### config.mk
export PLATFORM = sky130hd
export DESIGN_NAME = dsp_pwr_seq
export DESIGN_NICKNAME = d
export VERILOG_FILES = /design/src/rtl/dsp_seq_pkg.sv /design/src/rtl/dsp_pclk_div.sv /design/src/rtl/dsp_stage_req.sv /design/src/rtl/dsp_stage_ack.sv /design/src/rtl/dsp_stat_sync.sv /design/src/rtl/dsp_pwr_seq.sv
export SDC_FILE = /design/constraint.sdc
export NUM_CORES = 1
export LEC_CHECK = 0
export ABC_AREA = 1
export BUFFER_PORTS_ARGS = -buffer_cell sky130_fd_sc_hd__buf_2
export CAP_MARGIN = 20
export CORE_MARGIN = 2
export CORE_UTILIZATION = 50
export CTS_BUF_LIST = sky130_fd_sc_hd__clkbuf_8
export DETAILED_ROUTE_END_ITERATION = 8
export HOLD_SLACK_MARGIN = 0.02
export PLACE_DENSITY = 0.71
export SKIP_LAST_GASP = 1
export SYNTH_ARGS = -nofsm -noshare
export SYNTH_HDL_FRONTEND = slang
export SYNTH_HIERARCHICAL = 1
export SYNTH_SLANG_ARGS = --single-unit
### constraint.sdc
create_clock -name clk -period 4 [get_ports clk]
set_input_delay 0.2 -clock clk [delete_from_list [all_inputs] [get_ports clk]]
set_output_delay 0.2 -clock clk [all_outputs]
set_load 0.02 [all_outputs]
### src/rtl/dsp_seq_pkg.sv
package dsp_seq_pkg;

    localparam int NSTG    = 4;
    localparam int DIV_W   = 8;
    localparam int GUARD_W = 4;

    // bit index of each stage in the stage vectors
    typedef enum logic [1:0] {
        STG_CLK  = 2'd0,
        STG_SYNC = 2'd1,
        STG_DISP = 2'd2,
        STG_PWM  = 2'd3
    } stage_e;

    typedef struct packed {
        logic [DIV_W-1:0]   div;
        logic               bypass;
        logic               pol;
        logic [GUARD_W-1:0] guard;
    } seq_cfg_t;

    // bring-up order: clock, sync, display, PWM
    function automatic logic on_allowed(stage_e s, logic [NSTG-1:0] st);
        case (s)
            STG_CLK:  return 1'b1;
            STG_SYNC: return st[0];
            STG_DISP: return st[1];
            default:  return st[2];
        endcase
    endfunction

    // shut-down order: display, sync, clock, PWM
    function automatic logic off_allowed(stage_e s, logic [NSTG-1:0] st);
        case (s)
            STG_DISP: return 1'b1;
            STG_SYNC: return !st[2];
            STG_CLK:  return !st[1];
            default:  return !st[0];
        endcase
    endfunction

endpackage

### src/rtl/dsp_pclk_div.sv
module dsp_pclk_div
    import dsp_seq_pkg::*;
(
    input  logic     clk,
    input  logic     rst,
    input  seq_cfg_t cfg,
    input  logic     run,
    output logic     tick,
    output logic     pix_clk
);
    localparam int CW = DIV_W + 1;

    logic [CW-1:0] last_cnt;
    logic [CW-1:0] half;
    logic [CW-1:0] cnt;
    logic          wrap;
    logic          base;
    logic          src;

    assign last_cnt = {1'b0, cfg.div} + CW'(1);
    assign half     = (last_cnt + CW'(1)) >> 1;
    assign wrap     = (cnt >= last_cnt);
    assign tick     = cfg.bypass | wrap;
    assign base     = (cnt < half);

    always_ff @(posedge clk) begin
        if (rst)                     cnt <= '0;
        else if (cfg.bypass || wrap) cnt <= '0;
        else                         cnt <= cnt + CW'(1);
    end

    assign src     = cfg.bypass ? clk : base;
    assign pix_clk = run ? (src ^ cfg.pol) : cfg.pol;

    // ratio is at least two, so divided boundaries never fall on adjacent cycles
    p_tick_gap_r5: assert property (@(posedge clk) disable iff (rst)
        (tick && !cfg.bypass) |=> (!tick || cfg.bypass || !$stable(cfg)));

endmodule

### src/rtl/dsp_stage_req.sv
module dsp_stage_req
    import dsp_seq_pkg::*;
(
    input  logic            clk,
    input  logic            rst,
    input  logic [NSTG-1:0] on_req,
    input  logic [NSTG-1:0] off_req,
    input  logic [NSTG-1:0] stat,
    output logic [NSTG-1:0] req
);
    for (genvar g = 0; g < NSTG; g++) begin : g_stage
        logic r;
        always_ff @(posedge clk) begin
            if (rst)
                r <= 1'b0;
            else if (on_req[g] && !off_req[g] && on_allowed(stage_e'(g), stat))
                r <= 1'b1;
            else if (off_req[g] && !on_req[g] && off_allowed(stage_e'(g), stat))
                r <= 1'b0;
        end
        assign req[g] = r;
    end

    p_sync_on_r2: assert property (@(posedge clk) disable iff (rst)
        $rose(req[1]) |-> $past(stat[0]));
    p_disp_on_r2: assert property (@(posedge clk) disable iff (rst)
        $rose(req[2]) |-> $past(stat[1]));
    p_pwm_on_r2: assert property (@(posedge clk) disable iff (rst)
        $rose(req[3]) |-> $past(stat[2]));
    p_sync_off_r3: assert property (@(posedge clk) disable iff (rst)
        $fell(req[1]) |-> !$past(stat[2]));
    p_clk_off_r3: assert property (@(posedge clk) disable iff (rst)
        $fell(req[0]) |-> !$past(stat[1]));
    p_both_hold_r4: assert property (@(posedge clk) disable iff (rst)
        (on_req[0] && off_req[0]) |=> $stable(req[0]));

endmodule

### src/rtl/dsp_stage_ack.sv
module dsp_stage_ack
    import dsp_seq_pkg::*;
(
    input  logic               clk,
    input  logic               rst,
    input  logic               tick,
    input  logic               frame_end,
    input  logic [GUARD_W-1:0] guard,
    input  logic [NSTG-1:0]    req,
    output logic [NSTG-1:0]    act
);
    logic [GUARD_W-1:0] fcnt;
    logic [GUARD_W:0]   fnext;

    assign fnext = {1'b0, fcnt} + (GUARD_W+1)'(1);

    // frame ends counted since sync became active, saturating
    always_ff @(posedge clk) begin
        if (rst || !act[1])                fcnt <= '0;
        else if (frame_end && fcnt != '1)  fcnt <= fcnt + GUARD_W'(1);
    end

    for (genvar g = 0; g < NSTG; g++) begin : g_ack
        logic a;
        if (g == int'(STG_DISP)) begin : g_frame
            always_ff @(posedge clk) begin
                if (rst)
                    a <= 1'b0;
                else if (frame_end) begin
                    if (req[g] && act[1] && fnext >= {1'b0, guard}) a <= 1'b1;
                    else if (!req[g])                                a <= 1'b0;
                end
            end
        end else begin : g_tick
            always_ff @(posedge clk) begin
                if (rst)       a <= 1'b0;
                else if (tick) a <= req[g];
            end
        end
        assign act[g] = a;
    end

    p_disp_on_frame_r10: assert property (@(posedge clk) disable iff (rst)
        ($rose(act[2]) || $fell(act[2])) |-> $past(frame_end));
    p_disp_after_sync_r10: assert property (@(posedge clk) disable iff (rst)
        $rose(act[2]) |-> $past(act[1]));
    p_sync_on_tick_r8: assert property (@(posedge clk) disable iff (rst)
        ($rose(act[1]) || $fell(act[1])) |-> $past(tick));

endmodule

### src/rtl/dsp_stat_sync.sv
module dsp_stat_sync
    import dsp_seq_pkg::*;
(
    input  logic            clk,
    input  logic            rst,
    input  logic [NSTG-1:0] act,
    output logic [NSTG-1:0] stat
);
    logic [NSTG-1:0] meta;

    always_ff @(posedge clk) begin
        if (rst) begin
            meta <= '0;
            stat <= '0;
        end else begin
            meta <= act;
            stat <= meta;
        end
    end

    p_stat_lag_r9: assert property (@(posedge clk) disable iff (rst)
        stat == $past(act, 2));

endmodule

### src/rtl/dsp_pwr_seq.sv
module dsp_pwr_seq
    import dsp_seq_pkg::*;
#(
    parameter int GUARD_INIT = 1
) (
    input  logic               clk,
    input  logic               rst,
    input  logic               cfg_we,
    input  logic [DIV_W-1:0]   cfg_div,
    input  logic               cfg_bypass,
    input  logic               cfg_pol,
    input  logic [GUARD_W-1:0] cfg_guard,
    input  logic [NSTG-1:0]    stage_on_req,
    input  logic [NSTG-1:0]    stage_off_req,
    input  logic               frame_end,
    output logic               pix_clk,
    output logic               pclk_on,
    output logic               sync_en,
    output logic               disp_en,
    output logic               pwm_en,
    output logic [NSTG-1:0]    stage_status
);
    seq_cfg_t        cfg_q;
    logic [NSTG-1:0] req;
    logic [NSTG-1:0] act;
    logic            tick;

    always_ff @(posedge clk) begin
        if (rst)
            cfg_q <= '{div: '0, bypass: 1'b0, pol: 1'b0, guard: GUARD_W'(GUARD_INIT)};
        else if (cfg_we)
            cfg_q <= '{div: cfg_div, bypass: cfg_bypass, pol: cfg_pol, guard: cfg_guard};
    end

    dsp_stage_req u_req (
        .clk     (clk),
        .rst     (rst),
        .on_req  (stage_on_req),
        .off_req (stage_off_req),
        .stat    (stage_status),
        .req     (req)
    );

    dsp_pclk_div u_div (
        .clk     (clk),
        .rst     (rst),
        .cfg     (cfg_q),
        .run     (act[STG_CLK]),
        .tick    (tick),
        .pix_clk (pix_clk)
    );

    dsp_stage_ack u_ack (
        .clk       (clk),
        .rst       (rst),
        .tick      (tick),
        .frame_end (frame_end),
        .guard     (cfg_q.guard),
        .req       (req),
        .act       (act)
    );

    dsp_stat_sync u_sync (
        .clk  (clk),
        .rst  (rst),
        .act  (act),
        .stat (stage_status)
    );

    assign pclk_on = act[STG_CLK];
    assign sync_en = act[STG_SYNC];
    assign disp_en = act[STG_DISP];
    assign pwm_en  = act[STG_PWM];

    p_disp_needs_sync_r2: assert property (@(posedge clk) disable iff (rst)
        $rose(disp_en) |-> sync_en);

endmodule

==> results.ini <==
[sta]
final-setup-viol-count = 0
worstMarginPinSlew_ns = 0.4576
post-route-period-util_pct = 89.49
tns_ns = 0
slew_headroom_pct = 69.49
finalMaxSlewViolations = 0
rsz0062_at_grt = false
post-route-min-period_ns = 3.580
worst_slack_ns = 0.4203
clock_skew_ns = 0.009214
finalHoldViolCount = 0
fmax_ghz = 0.2794

[logic_synthesis]
synth.area.top_cells = dfxtp_1 (33%), nand2_1 (12%), ha_1 (11%)
syn_avg_cell_area_sq_um = 7.032
synth_top_area_share_pct = 33.00
synth_cell_types = 29
synth_fp_nets = 420
synthCells = 371
ys_seq_elements = 43
synth_area_sq_um = 2609
ys_seq_area_share_pct = 33.00
synth_top_area_cell = dfxtp_1
synth_warnings = 6

[global_route]
grt_max_degree = 29
grt_util_all_layers_pct = 18.18
overflow = 0
grt_pass1_vias = 2111
grt_first_pass_wirelength_microns = 8390
antenna_found_initial = 0

[detailed_routing]
routed_wl_microns = 4602
vias_per_cell = 4.542
drc = 0
firstDrtPassIters = 4
detail_route.wl_per_cell_microns = 9.528
drtAntennaViolNets = 0
vias = 2194
first_iter_violations = 80

[clock_tree]
clk_latency_ns = 0.40
cts_setup_buffers = 0
clk_pin_slew_ns = 0.09
cts_tree = done

[run]
maxCapViolCount = 0

[die]
core_area_sq_um = 5075
die_width_microns = 76.23
rows = 26
dieArea_sq_um = 5811
floorplan.initialDensity_pct = 51.41
ios = 35
dieHeight_microns = 76.23

[hold_path]
worstHoldPathCells = 3
hold_path.class = primary input to flip-flop
hp-start = stage_on_req[2]
whs_endpoint = u_req/g_stage[2].r

[worst_setup_path]
crit_path_end_kind = output pin
crit_fanout = 5
critPathRequiredTime_ns = 3.80
timing.reg2reg.setup_slack_ns = 1.64
path_class = flip-flop to output pin
arrival_ns = 3.38
worst_r2r_path_depth = 16
r2r_start = cfg_q[6]
startpoint = cfg_q[6]
rr_endpoint = u_ack/g_ack[1].a
critPathLaunchType = flip-flop

[finish]
register_area_sq_um = 860.8
final_util_pct = 59.59
drive_gt1_share_pct = 19.13
multi_input_area_sq_um = 1369
antennaDiodeCount = 0
area_growth_pct = 15.92
fin_nets = 460
final_area_sq_um = 3024
final_common_cell = nand2_1
final_cell_mix = nand2_1 (82), inv_1 (69), nor2_1 (54)
fill_cells = 499

[power_and_ir_drop]
vdd_drop_max_mv = 0.1875
p_per_area_nw_per_um2 = 380.6
power.total_uw = 1151
leakagePower_uw = 0.001563

[place]
io_buffers = 34
dpl_worst_slack_ns = 1.187
place_area_sq_um = 2754
hpwl_microns = 3332
gp_congestion = 0.7761

[outcome]
status = finished clean

metal layers:
layer | share of wire [%] | wire length (microns) | vias to the layer above | track usage (%)
met3 | 5.5 | 255 | 11 | 7.346
met2 | 44 | 2031 | 54 | 28.14
met4 | 2.0 | 94 | 0 | 11.82
li1 | - | - | 1193 | -
met5 | 0 | 0 | - | 0
met1 | 48 | 2221 | 936 | 20.68
logic make-up (layout without fill, tap and decap cells):
logic type	Yosys count	after routing	synth area share, %
compound gates	31	31	6.667
xor+xnor	16	16	5.659
fa+ha+maj	23	23	11.03
buf+inv	84	126	14.53
flops	43	43	33.00
simple gates	174	174	29.11
worst max-delay path: stages, from the launching register on:
cell      delay [ns]
dfxtp_1         0.41
ha_1            0.25
xor2_2          0.25
nand2_1         0.11
nor2_1          0.11
nand2_1         0.08
nor2_2          0.15
a31oi_1         0.10
ha_1            0.28
inv_1           0.03
or2_1           0.21
nor2_1          0.14
nand2_1         0.10
nand3_1         0.12
o21ai_1         0.08
clkbuf_8        0.14
clkbuf_8        0.13
nand2_1         0.05
nand2_1         0.05
nand2_1         0.06
buf_2           0.16
how the worst max path moves through the flow:
stage	end	slack, ns
after floorplan	pix_clk	1.40
final	pix_clk	0.42
after detailed placement	pix_clk	1.19
after global routing	pix_clk	0.14
after global placement	pix_clk	1.28
after CTS	pix_clk	0.38
stage by stage:
stage          instances  hold WS, ns
5_1_grt              483      0.02897
2_1_floorplan        371       0.2911
6_report             483      0.03291
3_5_place_dp         462       0.3801
3_3_place_gp         462       0.3781
4_1_cts              483      0.02072
sequential cells by signal, summed over array words and instances (netlist names):
name / flops
cfg_q: 14
u_ack/fcnt: 4
u_ack/g_ack.a: 4
u_div/cnt: 9
u_req/g_stage.r: 4
u_sync/meta: 4
u_sync/stat: 4
Yosys cell counts (all sizes together):
cell and number:
nor3 2, dfxtp 43, a211o 1, o21a 1, o21bai 2, or2 1, inv 71, a31oi 1
xor2 11, nand3 16, o21ai 13, xnor2 5, nand3b 1, ha 23, a21boi 1, a21oi 12
nand2 87, buf 13, nor2 67
layout make-up:
class | count | share of cell area [%]
flip-flops and latches | 43 | 28.47
multi-input cells | 244 | 45.26
repair buffers | 36 | 6.454
clock buffers | 15 | 6.537
clock inverters | 4 | 1.572
well taps | 70 | 2.896
inverters | 71 | 8.813
power by group:
group | switching (uW) | leakage (uW) | internal, uW
clock | 191 | 0.000148 | 332
combinational | 96.0 | 0.00106 | 63.3
sequential | 18.9 | 0.000352 | 450
repair_timing:
item	4_1_cts	5_1_grt
gates resized for setup	0	0
hold endpoints to repair	3	0
hold buffers	3	0
Power figures use the tool's default switching activity.
